$ cat src/rtl/isa_eng_pkg.sv
package isa_eng_pkg;

    typedef enum logic [1:0] {
        ST_IDLE   = 2'd0,
        ST_STROBE = 2'd1,
        ST_TERM   = 2'd2,
        ST_SPARE  = 2'd3
    } eng_state_t;

endpackage

$ cat src/rtl/isa_eng_fsm.sv
module isa_eng_fsm
    import isa_eng_pkg::*;
(
    input  logic       clk,
    input  logic       rst_n,
    input  logic       sel,
    input  logic       fetch_mark,
    input  logic       rdy,
    output eng_state_t state,
    output logic       take,
    output logic       finish
);
    eng_state_t nxt;
    logic       pend_q;
    logic       start;

    // state register
    always_ff @(posedge clk or negedge rst_n) begin
        if (!rst_n) begin
            state  <= ST_IDLE;
            pend_q <= 1'b0;
        end else begin
            state <= nxt;
            if (start)
                pend_q <= 1'b0;
            else if (take)
                pend_q <= 1'b1;
        end
    end

    // next state
    always_comb begin
        nxt = state;
        unique case (state)
            ST_IDLE:   if (pend_q && fetch_mark) nxt = ST_STROBE;
            ST_STROBE: if (rdy) nxt = ST_TERM;
            ST_TERM:   nxt = ST_IDLE;
            ST_SPARE:  nxt = ST_IDLE;
        endcase
    end

    // outputs
    always_comb begin
        start  = (state == ST_IDLE) && pend_q && fetch_mark;
        take   = (state == ST_IDLE) && sel && !start;
        finish = (state == ST_STROBE) && rdy;
    end

endmodule

$ cat src/rtl/isa_eng_latch.sv
module isa_eng_latch #(
    parameter int LO_W = 8,
    parameter int DW   = 8
) (
    input  logic            clk,
    input  logic            rst_n,
    input  logic            take,
    input  logic            rnw_in,
    input  logic            a8_in,
    input  logic [LO_W-1:0] lo_in,
    input  logic [DW-1:0]   wd_in,
    input  logic            capture,
    input  logic [DW-1:0]   din,
    output logic            rnw_q,
    output logic            a8_q,
    output logic [LO_W-1:0] lo_q,
    output logic [DW-1:0]   wd_q,
    output logic [DW-1:0]   rd_q
);
    always_ff @(posedge clk or negedge rst_n) begin
        if (!rst_n) begin
            rnw_q <= 1'b1;
            a8_q  <= 1'b0;
            lo_q  <= '0;
            wd_q  <= '0;
            rd_q  <= '0;
        end else begin
            if (take) begin
                rnw_q <= rnw_in;
                a8_q  <= a8_in;
                lo_q  <= lo_in;
                wd_q  <= wd_in;
            end
            if (capture)
                rd_q <= din;
        end
    end
endmodule

$ cat src/rtl/isa_eng_irq.sv
module isa_eng_irq #(
    parameter int NIRQ = 6
) (
    input  logic            clk,
    input  logic            rst_n,
    input  logic [NIRQ-1:0] irq_in,
    input  logic            clr,
    output logic            irq_q
);
    logic [NIRQ-1:0] prev_q;
    logic [NIRQ-1:0] edge_v;

    for (genvar g = 0; g < NIRQ; g++) begin : g_edge
        always_ff @(posedge clk or negedge rst_n) begin
            if (!rst_n) prev_q[g] <= 1'b0;
            else        prev_q[g] <= irq_in[g];
        end
        assign edge_v[g] = irq_in[g] & ~prev_q[g];
    end

    always_ff @(posedge clk or negedge rst_n) begin
        if (!rst_n)
            irq_q <= 1'b0;
        else if (|edge_v)
            irq_q <= 1'b1;
        else if (clr)
            irq_q <= 1'b0;
    end
endmodule

$ cat src/rtl/isa_cycle_engine.sv
module isa_cycle_engine
    import isa_eng_pkg::*;
#(
    parameter int LO_W  = 8,
    parameter int MID_W = 8,
    parameter int HI_W  = 4,
    parameter int DW    = 8,
    parameter int NIRQ  = 6,
    localparam int AW   = HI_W + MID_W + LO_W
) (
    input  logic             clk,
    input  logic             rst_n,
    input  logic             acc_sel,
    input  logic             fetch_mark,
    input  logic             acc_rnw,
    input  logic             acc_a8,
    input  logic [LO_W-1:0]  acc_lo,
    input  logic [DW-1:0]    acc_wdata,
    input  logic [HI_W-1:0]  addr_hi,
    input  logic [MID_W-1:0] addr_mid,
    input  logic             iochrdy,
    input  logic [DW-1:0]    isa_din,
    input  logic [NIRQ-1:0]  irq_in,
    output logic [AW-1:0]    isa_addr,
    output logic [DW-1:0]    isa_dout,
    output logic             isa_dout_en,
    output logic             memr_n,
    output logic             memw_n,
    output logic             ior_n,
    output logic             iow_n,
    output logic             cyc_clr_n,
    output logic [DW-1:0]    rd_hold,
    output logic             host_irq_n,
    output logic             isa_reset
);
    eng_state_t      state;
    logic            take, finish;
    logic            rnw_q, a8_q;
    logic [LO_W-1:0] lo_q;
    logic            rd_done;
    logic            irq_q;

    isa_eng_fsm u_fsm (
        .clk(clk), .rst_n(rst_n), .sel(acc_sel), .fetch_mark(fetch_mark),
        .rdy(iochrdy), .state(state), .take(take), .finish(finish)
    );

    assign rd_done = finish & rnw_q;

    isa_eng_latch #(.LO_W(LO_W), .DW(DW)) u_lat (
        .clk(clk), .rst_n(rst_n), .take(take), .rnw_in(acc_rnw),
        .a8_in(acc_a8), .lo_in(acc_lo), .wd_in(acc_wdata),
        .capture(rd_done), .din(isa_din), .rnw_q(rnw_q), .a8_q(a8_q),
        .lo_q(lo_q), .wd_q(isa_dout), .rd_q(rd_hold)
    );

    isa_eng_irq #(.NIRQ(NIRQ)) u_irq (
        .clk(clk), .rst_n(rst_n), .irq_in(irq_in), .clr(rd_done), .irq_q(irq_q)
    );

    assign isa_addr   = {addr_hi, addr_mid, lo_q};
    assign host_irq_n = ~irq_q;
    assign isa_reset  = ~rst_n;

    // strobe and clear outputs by state
    always_comb begin
        memr_n      = 1'b1;
        memw_n      = 1'b1;
        ior_n       = 1'b1;
        iow_n       = 1'b1;
        isa_dout_en = 1'b0;
        cyc_clr_n   = 1'b1;
        unique case (state)
            ST_STROBE: begin
                memr_n      = !( a8_q &  rnw_q);
                memw_n      = !( a8_q & !rnw_q);
                ior_n       = !(!a8_q &  rnw_q);
                iow_n       = !(!a8_q & !rnw_q);
                isa_dout_en = !rnw_q;
            end
            ST_TERM:  cyc_clr_n = 1'b0;
            ST_IDLE:  ;
            ST_SPARE: ;
        endcase
    end

endmodule

$ cat config.mk
export PLATFORM = sky130hd
export DESIGN_NAME = isa_cycle_engine
export DESIGN_NICKNAME = d
export VERILOG_FILES = /design/src/rtl/isa_eng_pkg.sv /design/src/rtl/isa_eng_fsm.sv /design/src/rtl/isa_eng_latch.sv /design/src/rtl/isa_eng_irq.sv /design/src/rtl/isa_cycle_engine.sv
export SDC_FILE = /design/constraint.sdc
export NUM_CORES = 1
export LEC_CHECK = 0
export BUFFER_PORTS_ARGS = -buffer_cell sky130_fd_sc_hd__buf_2
export CORE_UTILIZATION = 45
export DETAILED_ROUTE_END_ITERATION = 16
export PLACE_DENSITY = 0.83
export SLEW_MARGIN = 20
export SYNTH_ARGS = -nofsm -noshare
export SYNTH_HDL_FRONTEND = slang
export SYNTH_SLANG_ARGS = --single-unit
$ cat constraint.sdc
create_clock -name clk -period 2.7 [get_ports clk]
set_clock_uncertainty 0.2 [all_clocks]
set_input_delay 0.675 -clock clk [delete_from_list [all_inputs] [get_ports clk]]
set_output_delay 0.675 -clock clk [all_outputs]
set_load 0.1 [all_outputs]
==> results by group, run 1 <==
STA
  – Setup violators final: 0
  – Setup_tns: 0 ns
  – Period utilization: 0.938
  – Final hold violations: 0
  – RSZ-0062 raised after global routing: no
  – Final Critical Period: between 2 and 3 ns
  – Worst slew pin tran: around 0.49 ns
  – Slew Limit Fails: 0
  – FMAX: 0.395 GHz
  – Worst slew margin: 0.676

Logic synthesis
  – Synth Area per Inst: ~15 um^2
  – Main area contributors after synthesis: dfrtp_1 (58%), mux2_2 (13%), mux2_4 (9.9%)
  – Synth warn: 0
  – Mapped Cells: between 100 and 150
  – Sequential area share after synthesis: 0.595
  – Synth Register Bits: 36
  – Yosys cell types: 21
  – Synth area leader: dfrtp_1
  – Syn nets: between 150 and 200
  – Area share of the largest cell type after synthesis: 0.578
  – Mapped Area: roughly 1500 um^2

Drt
  – Initial DRC count: 17
  – Wire length per cell: between 10 and 15 um
  – ANT nets after route: 0
  – Final WL: about 2.6 mm
  – Vias per cell: 4.71
  – Total iterations of the first detailed-routing run: 2
  – DRC: 0
  – Via count: about 1000

Critical path
  – Critical path required time: between 1.5 and 2 ns
  – Crit path DAT: ~1.7 ns
  – CP Max Fanout: 3
  – CP startpoint kind: register
  – Critical path class: register to primary output
  – Worst Setup End Kind: primary output

Final layout
  – Share of layout cells above drive strength 1: 0.683
  – Final #Nets: about 220
  – ANT cells: 0
  – Area growth, synth to finish: 26.2%
  – # fillers: approximately 260

Clock tree
  – Worst skew pair latency: around 0.33 ns
  – Clock Path Buffers: 2
  – CTS tree: built
  – CTS buffer count: 5
  – # hold bufs at CTS: 0
  – CTS Sinks: 36
  – Root Buffer: clkbuf_4
  – Number of H-tree levels: 2
  – Clk slew on worst S/H paths: around 0.10 ns
  – CTS resizes: 0
  – Setup Buffers After CTS: 0

Global routing
  – First-pass GRT wire length: roughly 4.2 mm
  – Vias in the first global route: ~1000
  – Global Route Usage Sum: 0.164
  – Initial antenna violation count: 0
  – Largest net degree at the start of global routing: 37
  – Grt ovf: 0

Place
  – RePlAce Congestion: around 0.62
  – Port bufs: a little under 70
  – Post-DP HPWL: between 2 and 2.5 mm

Die
  – Initial Util: 0.485
  – Die width: 60.1 um
  – # rows: 20
  – Total core area: around 3100 um^2
  – Die Ht: between 60 and 70 um
  – Ports: 93
  – Die ar.: around 3600 um^2

Flow run
  – Max Cap Viol: 0

Hold path
  – Type of the worst min-delay path: input port to async pin

Outcome
  – Status: finished clean
[flip-flops by register name (all words and copies together) (netlist names)]
| register | cells |
|---|---|
| u_fsm.pend_q | 1 |
| u_fsm.state | 2 |
| u_lat.a8_q | 1 |
| u_irq.irq_q | 1 |
| u_lat.lo_q | 8 |
| u_irq.prev_q | 6 |
| u_lat.rd_q | 8 |
| u_lat.rnw_q | 1 |
| u_lat.wd_q | 8 |
[synthesized netlist by cell type]
cell	instances
a2111o_1	1
a21oi_1	1
a31oi_1	1
and3b_2	2
buf_4	12
buf_6	1
dfrtp_1	35
dfstp_2	1
inv_1	8
mux2_2	17
mux2_4	10
nand2_1	3
nand2_4	1
nand2b_1	1
nand3_4	1
nor2_1	1
nor2_2	1
nor3b_1	1
o22ai_1	3
or2b_1	1
or2b_2	1
[per-layer routing]
layer,global-route usage,up-vias,share of wire
met1,0.180,480,0.41
li1,-,460,-
met2,0.273,48,0.50
met4,0.0897,0,0.018
met3,0.0606,5,0.070
met5,0,-,0
[kinds of logic (layout without fill, tap and decap cells)]
kind of cell           after synthesis  after routing  synth area share
AOI/OAI and AO/OA                    6              6            0.0272
muxes                               27             27             0.225
buffers and inverters               21             85            0.0866
DFF                                 36             36             0.595
and+or+nand+nor                     13             13            0.0660
[critical path: stages, from the launching register on]
cell,delay [ns]
dfstp_2,0.58
and3b_2,0.24
or2b_1,0.22
buf_2,0.29
[cell usage in the layout, fill, tap and decap left out, types with 2 or more instances in the layout]
master    Yosys  layout
buf_2         0      68
and3b_2       2       2
mux2_2       17      17
nand2_1       3       2
clkbuf_4      0       5
o22ai_1       3       3
dfrtp_1      35      35
mux2_4       10      10
inv_1         8       8
[final timing paths]
kind / from / endpoint / slack, ns / cells after the start
max: u_lat.rnw_q / ior_n / 0.17 / 3
min: rst_n / u_lat.rd_q[7] / 0.17 / 2
max reg2reg: u_fsm.state[1] / u_lat.lo_q[0] / 1.01 / 3
min reg2reg: u_fsm.pend_q / u_fsm.pend_q / 0.29 / 1
max in group asynchronous: rst_n / u_lat.rnw_q / 1.79 / 2
min in group clk: irq_in[0] / u_irq.prev_q[0] / 0.25 / 1
[layout make-up]
type	instances	area, um^2	area share
sequential	36	902	0.471
multi-input combinational	46	499	0.261
timing repair buffer	69	348	0.182
tap	44	55.1	0.0288
clock inverter	3	42.5	0.0222
clock buffer	5	37.5	0.0196
inverter	8	30.0	0.0157
[metrics by stage]
| stage | utilization | hold slack [ns] | std cells | setup slack [ns] | area [um^2] |
|---|---|---|---|---|---|
| global placement | 0.586 | 0.265 | 203 | 0.554 | 1830 |
| global route | 0.612 | 0.206 | 211 | 0.0988 | 1910 |
| floorplan | - | 0.179 | 103 | -0.114 | 1530 |
| finish | 0.612 | 0.170 | 211 | 0.167 | 1910 |
| detailed placement | 0.586 | 0.276 | 203 | 0.525 | 1830 |
| CTS | 0.612 | 0.172 | 211 | 0.146 | 1910 |
Power of run 1 is left out: the tool's default activity adds up to more than one toggle a clock period on the data nets, which glitch-free logic cannot reach.
==> run 2, diff against run 1 <==
--- a/config.mk
+++ b/config.mk
@@ -9,6 +9,7 @@
 export CORE_UTILIZATION = 45
 export DETAILED_ROUTE_END_ITERATION = 16
 export PLACE_DENSITY = 0.83
+export RECOVER_POWER = 100
 export SLEW_MARGIN = 20
 export SYNTH_ARGS = -nofsm -noshare
 export SYNTH_HDL_FRONTEND = slang
==> results by group, run 2 (synthesis gave the netlist of run 1 again) <==
Drt
  – Via count: 983 (-1.0%)
  – Vias per cell: 4.66 (-1.0%)
  – Wire length per cell: 12.3 um (-1.3%)
  – ANT nets after route: 0 (unchanged)
  – Final WL: 2.59 mm (-1.3%)
  – Initial DRC count: 14 (-3)
  – DRC: 0 (unchanged)
  – Total iterations of the first detailed-routing run: 4 (+2)

Place
  – RePlAce Congestion: 0.625 (unchanged)
  – Dpl ws: 0.525 ns (unchanged)
  – Post-DP HPWL: 2.01 mm (unchanged)
  – Port bufs: 68 (unchanged)

Final layout
  – Share of layout cells above drive strength 1: 0.521 (-0.162)
  – ANT cells: 0 (unchanged)
  – Most frequent cells in the layout: dfrtp_1 (35), buf_2 (34), clkbuf_2 (22)
  – Area growth, synth to finish: 21.2%
  – Commonest non-fill, non-tap cell in the layout: dfrtp_1
  – Final #Nets: 215 (unchanged)
  – Largest regs: u_lat.lo_q x8, u_lat.rd_q x8, u_lat.wd_q x8

Clock tree
  – Clk slew on worst S/H paths: 0.11 ns (about the same)
  – # hold bufs at CTS: 0 (unchanged)
  – CTS tree: built
  – CTS buffer count: 5 (unchanged)
  – CTS Sinks: 36 (unchanged)
  – Clock Path Buffers: 2 (unchanged)
  – Setup Buffers After CTS: 0 (unchanged)
  – Number of H-tree levels: 2 (unchanged)
  – Worst skew pair latency: 0.33 ns (about the same)
  – Root Buffer: clkbuf_4
  – CTS resizes: 0 (unchanged)

Global routing
  – Global Route Usage Sum: 0.164 (unchanged)
  – First-pass GRT wire length: 4.18 mm (unchanged)
  – Initial antenna violation count: 0 (unchanged)
  – Largest net degree at the start of global routing: 37 (unchanged)
  – Grt ovf: 0 (unchanged)
  – Vias in the first global route: 1008 (unchanged)

Die
  – Initial Util: 0.485 (unchanged)
  – Die ar.: 3610 um^2 (unchanged)
  – Die Ht: 60.1 um (unchanged)
  – # rows: 20 (unchanged)
  – Total core area: 3130 um^2 (unchanged)
  – Die width: 60.1 um (unchanged)
  – Ports: 93 (unchanged)

STA
  – Worst slew margin: -0.235 (-0.911)
  – RSZ-0062 raised after global routing: no
  – Final worst slack: 0.160 ns (-0.00687 ns)
  – Slew Limit Fails: 37 (+37)
  – Final hold violations: 0 (unchanged)
  – Setup violators final: 0 (unchanged)
  – Final Critical Period: 2.54 ns (+0.00687 ns)
  – Worst slew pin tran: 1.85 ns (+1.36 ns)
  – Period utilization: 0.941 (+0.00254)
  – FMAX: 0.394 GHz (-0.27%)

Critical path
  – Register-to-register setup slack: 0.49 ns (-0.52 ns)
  – Crit path launch: u_lat.rnw_q
  – Worst Setup End Kind: primary output
  – Crit path DAT: 1.66 ns (about the same)
  – Critical path class: register to primary output
  – Worst r2r dst: u_lat.lo_q[7]
  – CP startpoint kind: register
  – Critical path required time: 1.82 ns (about the same)
  – Depth of the most critical reg-to-reg path: 3 (unchanged)
  – CP Max Fanout: 3 (unchanged)
  – Reg-to-Reg Start: u_fsm.state[1]

Hold path
  – Type of the worst min-delay path: input port to register
  – WHS Endpoint: u_irq.prev_q[0]
  – Worst hold stages: 1
  – Hold Startpoint: irq_in[0]

Outcome
  – Violated checks: max-capacitance violations, max-slew violations
  – Status: finished with violations

Flow run
  – Max Cap Viol: 1 (+1)
==> run 2: cell count changes in the layout (fill, tap and decap cells not counted), moves of 9 or more <==
cell and delta:
mux2_4 -9, buf_2 -34, clkbuf_2 +22, mux2_1 +9, clkbuf_1 +13
==> run 2: area by class of cell <==
| class | instances | area, um^2 |
|---|---|---|
| multi-input combinational | 46 | 442 |
| tap | 44 | 55.1 |
| timing repair buffer | 69 | 329 |
| clock inverter | 3 | 42.5 |
| sequential | 36 | 902 |
| fill | 277 | 1290 |
| inverter | 8 | 30.0 |
| clock buffer | 5 | 37.5 |
==> run 2: through the flow <==
step                       util  hold WS, ns  area [um^2]  TNS, ns  cells
after floorplan               -        0.179         1530   -0.225    103
after detailed placement  0.586        0.276         1830        0    203
after global placement    0.586        0.265         1830        0    203
final                     0.588        0.252         1840        0    211
after CTS                 0.612        0.172         1910        0    211
after global routing      0.588        0.226         1840        0    211
==> run 2: metal layers <==
metal  GRT usage  vias up  share of wire
met5           0        -              0
met4      0.0897        0          0.015
met3      0.0606        4          0.067
met2       0.273       47           0.51
met1       0.180      472           0.41
li1            -      460              -
==> run 2: worst max path at each step <==
stage / endpoint / slack, ns / cells past startpoint
finish: ior_n / 0.16 / 3
global route: u_lat.wd_q[6] / 0.06 / 2
CTS: ior_n / 0.15 / 3
detailed placement: ior_n / 0.52 / 3
global placement: ior_n / 0.55 / 3
floorplan: iow_n / -0.11 / 2
==> run 2: critical path, cell delays in order (launching register included) <==
cell	delay, ns
dfstp_1	0.60
and3b_1	0.23
or2b_1	0.23
buf_2	0.29
Power of run 2 is left out for the same reason.
==> run 3, diff against run 2 <==
--- a/config.mk
+++ b/config.mk
@@ -5,6 +5,7 @@
 export SDC_FILE = /design/constraint.sdc
 export NUM_CORES = 1
 export LEC_CHECK = 0
+export ABC_AREA = 1
 export BUFFER_PORTS_ARGS = -buffer_cell sky130_fd_sc_hd__buf_2
 export CORE_UTILIZATION = 45
 export DETAILED_ROUTE_END_ITERATION = 16
==> results by group, run 3 <==
Logic synthesis
  – Synth Area per Inst: 8.93 um^2 (-39%)
  – EDFF count, synth: 0 (unchanged)
  – List of most frequent post-synthesis cells: nand2_1 (82), dfrtp_1 (35), inv_1 (14), buf_4 (12), nand3_1 (11)
  – Most frequent cell after synthesis: nand2_1
  – Sequential area share after synthesis: 0.594 (about the same)
  – Asr flop ratio synth: 1.00 (unchanged)
  – Synth Register Bits: 36 (unchanged)
  – Adder-Cell Fraction of Synth Area: 0 (unchanged)
  – Top_reg_cell synth: dfrtp_1
  – Yosys cell types: 18 (-14%)
  – Largest family of logic cells by synthesized area: simple AND/OR/NAND/NOR gates
  – Syn nets: 219 (+44%)
  – Xor/xnor share of the synthesized area: 0 (unchanged)
  – Main area contributors after synthesis: dfrtp_1 (58%), nand2_1 (20%), buf_4 (5.9%)
  – Mapped Area: 1520 um^2 (about the same)
  – Post-Synth Simple-Gate Area: 0.279 (+0.213)
  – Mux cell area share after synthesis: 0 (-0.225)
  – Area share of the largest cell type after synthesis: 0.577 (about the same)
  – Synth warn: 0 (unchanged)
  – Synth area leader: dfrtp_1
  – Mapped Cells: 170 (+65%)
  – Synth Area in Compound Gates: 0.0157 (-0.0116)

Drt
  – Total iterations of the first detailed-routing run: 4 (unchanged)
  – Via count: 1253 (+27%)
  – Vias per cell: 4.54 (-2.6%)
  – ANT nets after route: 0 (unchanged)
  – Final WL: 2.92 mm (+13%)
  – Wire length per cell: 10.6 um (-14%)
  – Initial DRC count: 60 (+46)
  – DRC: 0 (unchanged)

Final layout
  – Most frequent cells in the layout: nand2_1 (80), dfrtp_1 (35), buf_2 (31)
  – ANT cells: 0 (unchanged)
  – Share of layout cells above drive strength 1: 0.267 (-0.254)
  – Largest regs: u_lat.lo_q x8, u_lat.rd_q x8, u_lat.wd_q x8
  – Area growth, synth to finish: 20.4%
  – Final #Nets: 280 (+30%)
  – # fillers: 307 (+11%)
  – Commonest non-fill, non-tap cell in the layout: nand2_1

STA
  – Final hold violations: 0 (unchanged)
  – Period utilization: 0.922 (-0.0188)
  – Worst slew margin: -0.223 (+0.0128)
  – Slew Limit Fails: 37 (unchanged)
  – FMAX: 0.402 GHz (+2.0%)
  – Setup violators final: 0 (unchanged)
  – Final Critical Period: 2.49 ns (-0.0507 ns)
  – Setup_tns: 0 ns (unchanged)
  – RSZ-0062 raised after global routing: no
  – Worst slew pin tran: 1.83 ns (-0.0192 ns)

Clock tree
  – Number of H-tree levels: 2 (unchanged)
  – Setup Buffers After CTS: 0 (unchanged)
  – CTS buffer count: 5 (unchanged)
  – CTS Sinks: 36 (unchanged)
  – Clock Path Buffers: 2 (unchanged)
  – Worst skew pair latency: 0.33 ns (about the same)
  – # hold bufs at CTS: 0 (unchanged)
  – CTS tree: built
  – Root Buffer: clkbuf_4
  – Clk slew on worst S/H paths: 0.09 ns (-0.02 ns)
  – CTS resizes: 0 (unchanged)

Outcome
  – Violated checks: max-capacitance violations, max-slew violations
  – Status: finished with violations

Global routing
  – Initial antenna violation count: 0 (unchanged)
  – Vias in the first global route: 1179 (+17%)
  – Largest net degree at the start of global routing: 37 (unchanged)
  – Global Route Usage Sum: 0.186 (+0.0224)
  – First-pass GRT wire length: 4.82 mm (+15%)
  – Grt ovf: 0 (unchanged)

Die
  – Ports: 93 (unchanged)
  – Total core area: 3130 um^2 (unchanged)
  – Die Ht: 60.1 um (about the same)
  – Die ar.: 3610 um^2 (about the same)
  – # rows: 20 (unchanged)
  – Initial Util: 0.485 (about the same)
  – Die width: 60.1 um (about the same)

Hold path
  – WHS Endpoint: u_irq.prev_q[2]
  – Type of the worst min-delay path: input port to register
  – Worst hold stages: 1 (unchanged)
  – Hold Startpoint: irq_in[2]

Flow run
  – Max Cap Viol: 1 (unchanged)

Critical path
  – Worst Setup End Kind: primary output
  – Worst r2r dst: u_lat.wd_q[4]
  – Register-to-register setup slack: 0.43 ns (-0.06 ns)
  – CP startpoint kind: register
  – Critical path class: register to primary output
  – Reg-to-Reg Start: u_fsm.state[0]
  – Largest stage delay, worst path: 0.70 ns (+0.10 ns)
  – Worst-path cell chain: nor2_4 > nand2_2 > clkbuf_2
  – Crit path DAT: 1.61 ns (-0.05 ns)
  – CP max-delay cell: dfstp_2
  – Depth of the most critical reg-to-reg path: 5 (+2)
  – CP Max Fanout: 13 (+10)
  – Critical path required time: 1.82 ns (about the same)

Place
  – RePlAce Congestion: 0.681 (+9.1%)
  – Port bufs: 68 (unchanged)
  – Post-DP HPWL: 2.15 mm (+6.7%)
[run 3: area by class of cell]
cell class	instances	area [um^2]	area share
inverter	15	56.3	0.0308
multi-input combinational	104	432	0.236
sequential	36	902	0.494
timing repair buffer	69	323	0.177
tap	44	55.1	0.0301
clock buffer	8	58.8	0.0322
[run 3: worst max-delay path, delay by kind of cell, from the launching register on]
kind	cells	cell delay [ns]
simple gates	2	0.14
buf+inv	1	0.44
flops	1	0.70
[run 3: worst max-delay path by stage]
| stage | from | to | cells past startpoint |
|---|---|---|---|
| 3_5_place_dp | u_fsm.state[1] | isa_dout_en | 4 |
| 5_1_grt | rst_n | u_lat.rd_q[2] | 2 |
| 6_report | u_lat.rnw_q | memw_n | 3 |
| 3_3_place_gp | rst_n | isa_reset | 3 |
| 2_1_floorplan | u_fsm.state[1] | iow_n | 4 |
| 4_1_cts | u_fsm.state[1] | isa_dout_en | 4 |
[run 3: logic make-up (layout without fill, tap and decap cells)]
kind of cell | Yosys count | count (layout)
buffers and inverters | 30 | 92
AO/OA/AOI/OAI | 4 | 4
flip-flops | 36 | 36
AND/OR/NAND/NOR | 100 | 100
[run 3: per-stage QoR]
| stage | util | instances | cell area, um^2 | setup slack (ns) | hold slack [ns] |
|---|---|---|---|---|---|
| floorplan | - | 170 | 1530 | 0.155 | 0.179 |
| global placement | 0.583 | 268 | 1820 | 0.581 | 0.259 |
| detailed placement | 0.583 | 268 | 1820 | 0.579 | 0.260 |
| CTS | 0.602 | 276 | 1880 | 0.192 | 0.191 |
| global route | 0.584 | 276 | 1830 | 0.0775 | 0.235 |
| finish | 0.584 | 276 | 1830 | 0.211 | 0.265 |
[run 3: routing by layer]
metal / global-route usage / part of all wire / vias up
li1: - / - / 628
met1: 0.204 / 0.42 / 582
met2: 0.322 / 0.51 / 37
met3: 0.0606 / 0.058 / 6
met4: 0.0897 / 0.019 / 0
met5: 0 / 0 / -
Power of run 3 is left out for the same reason.
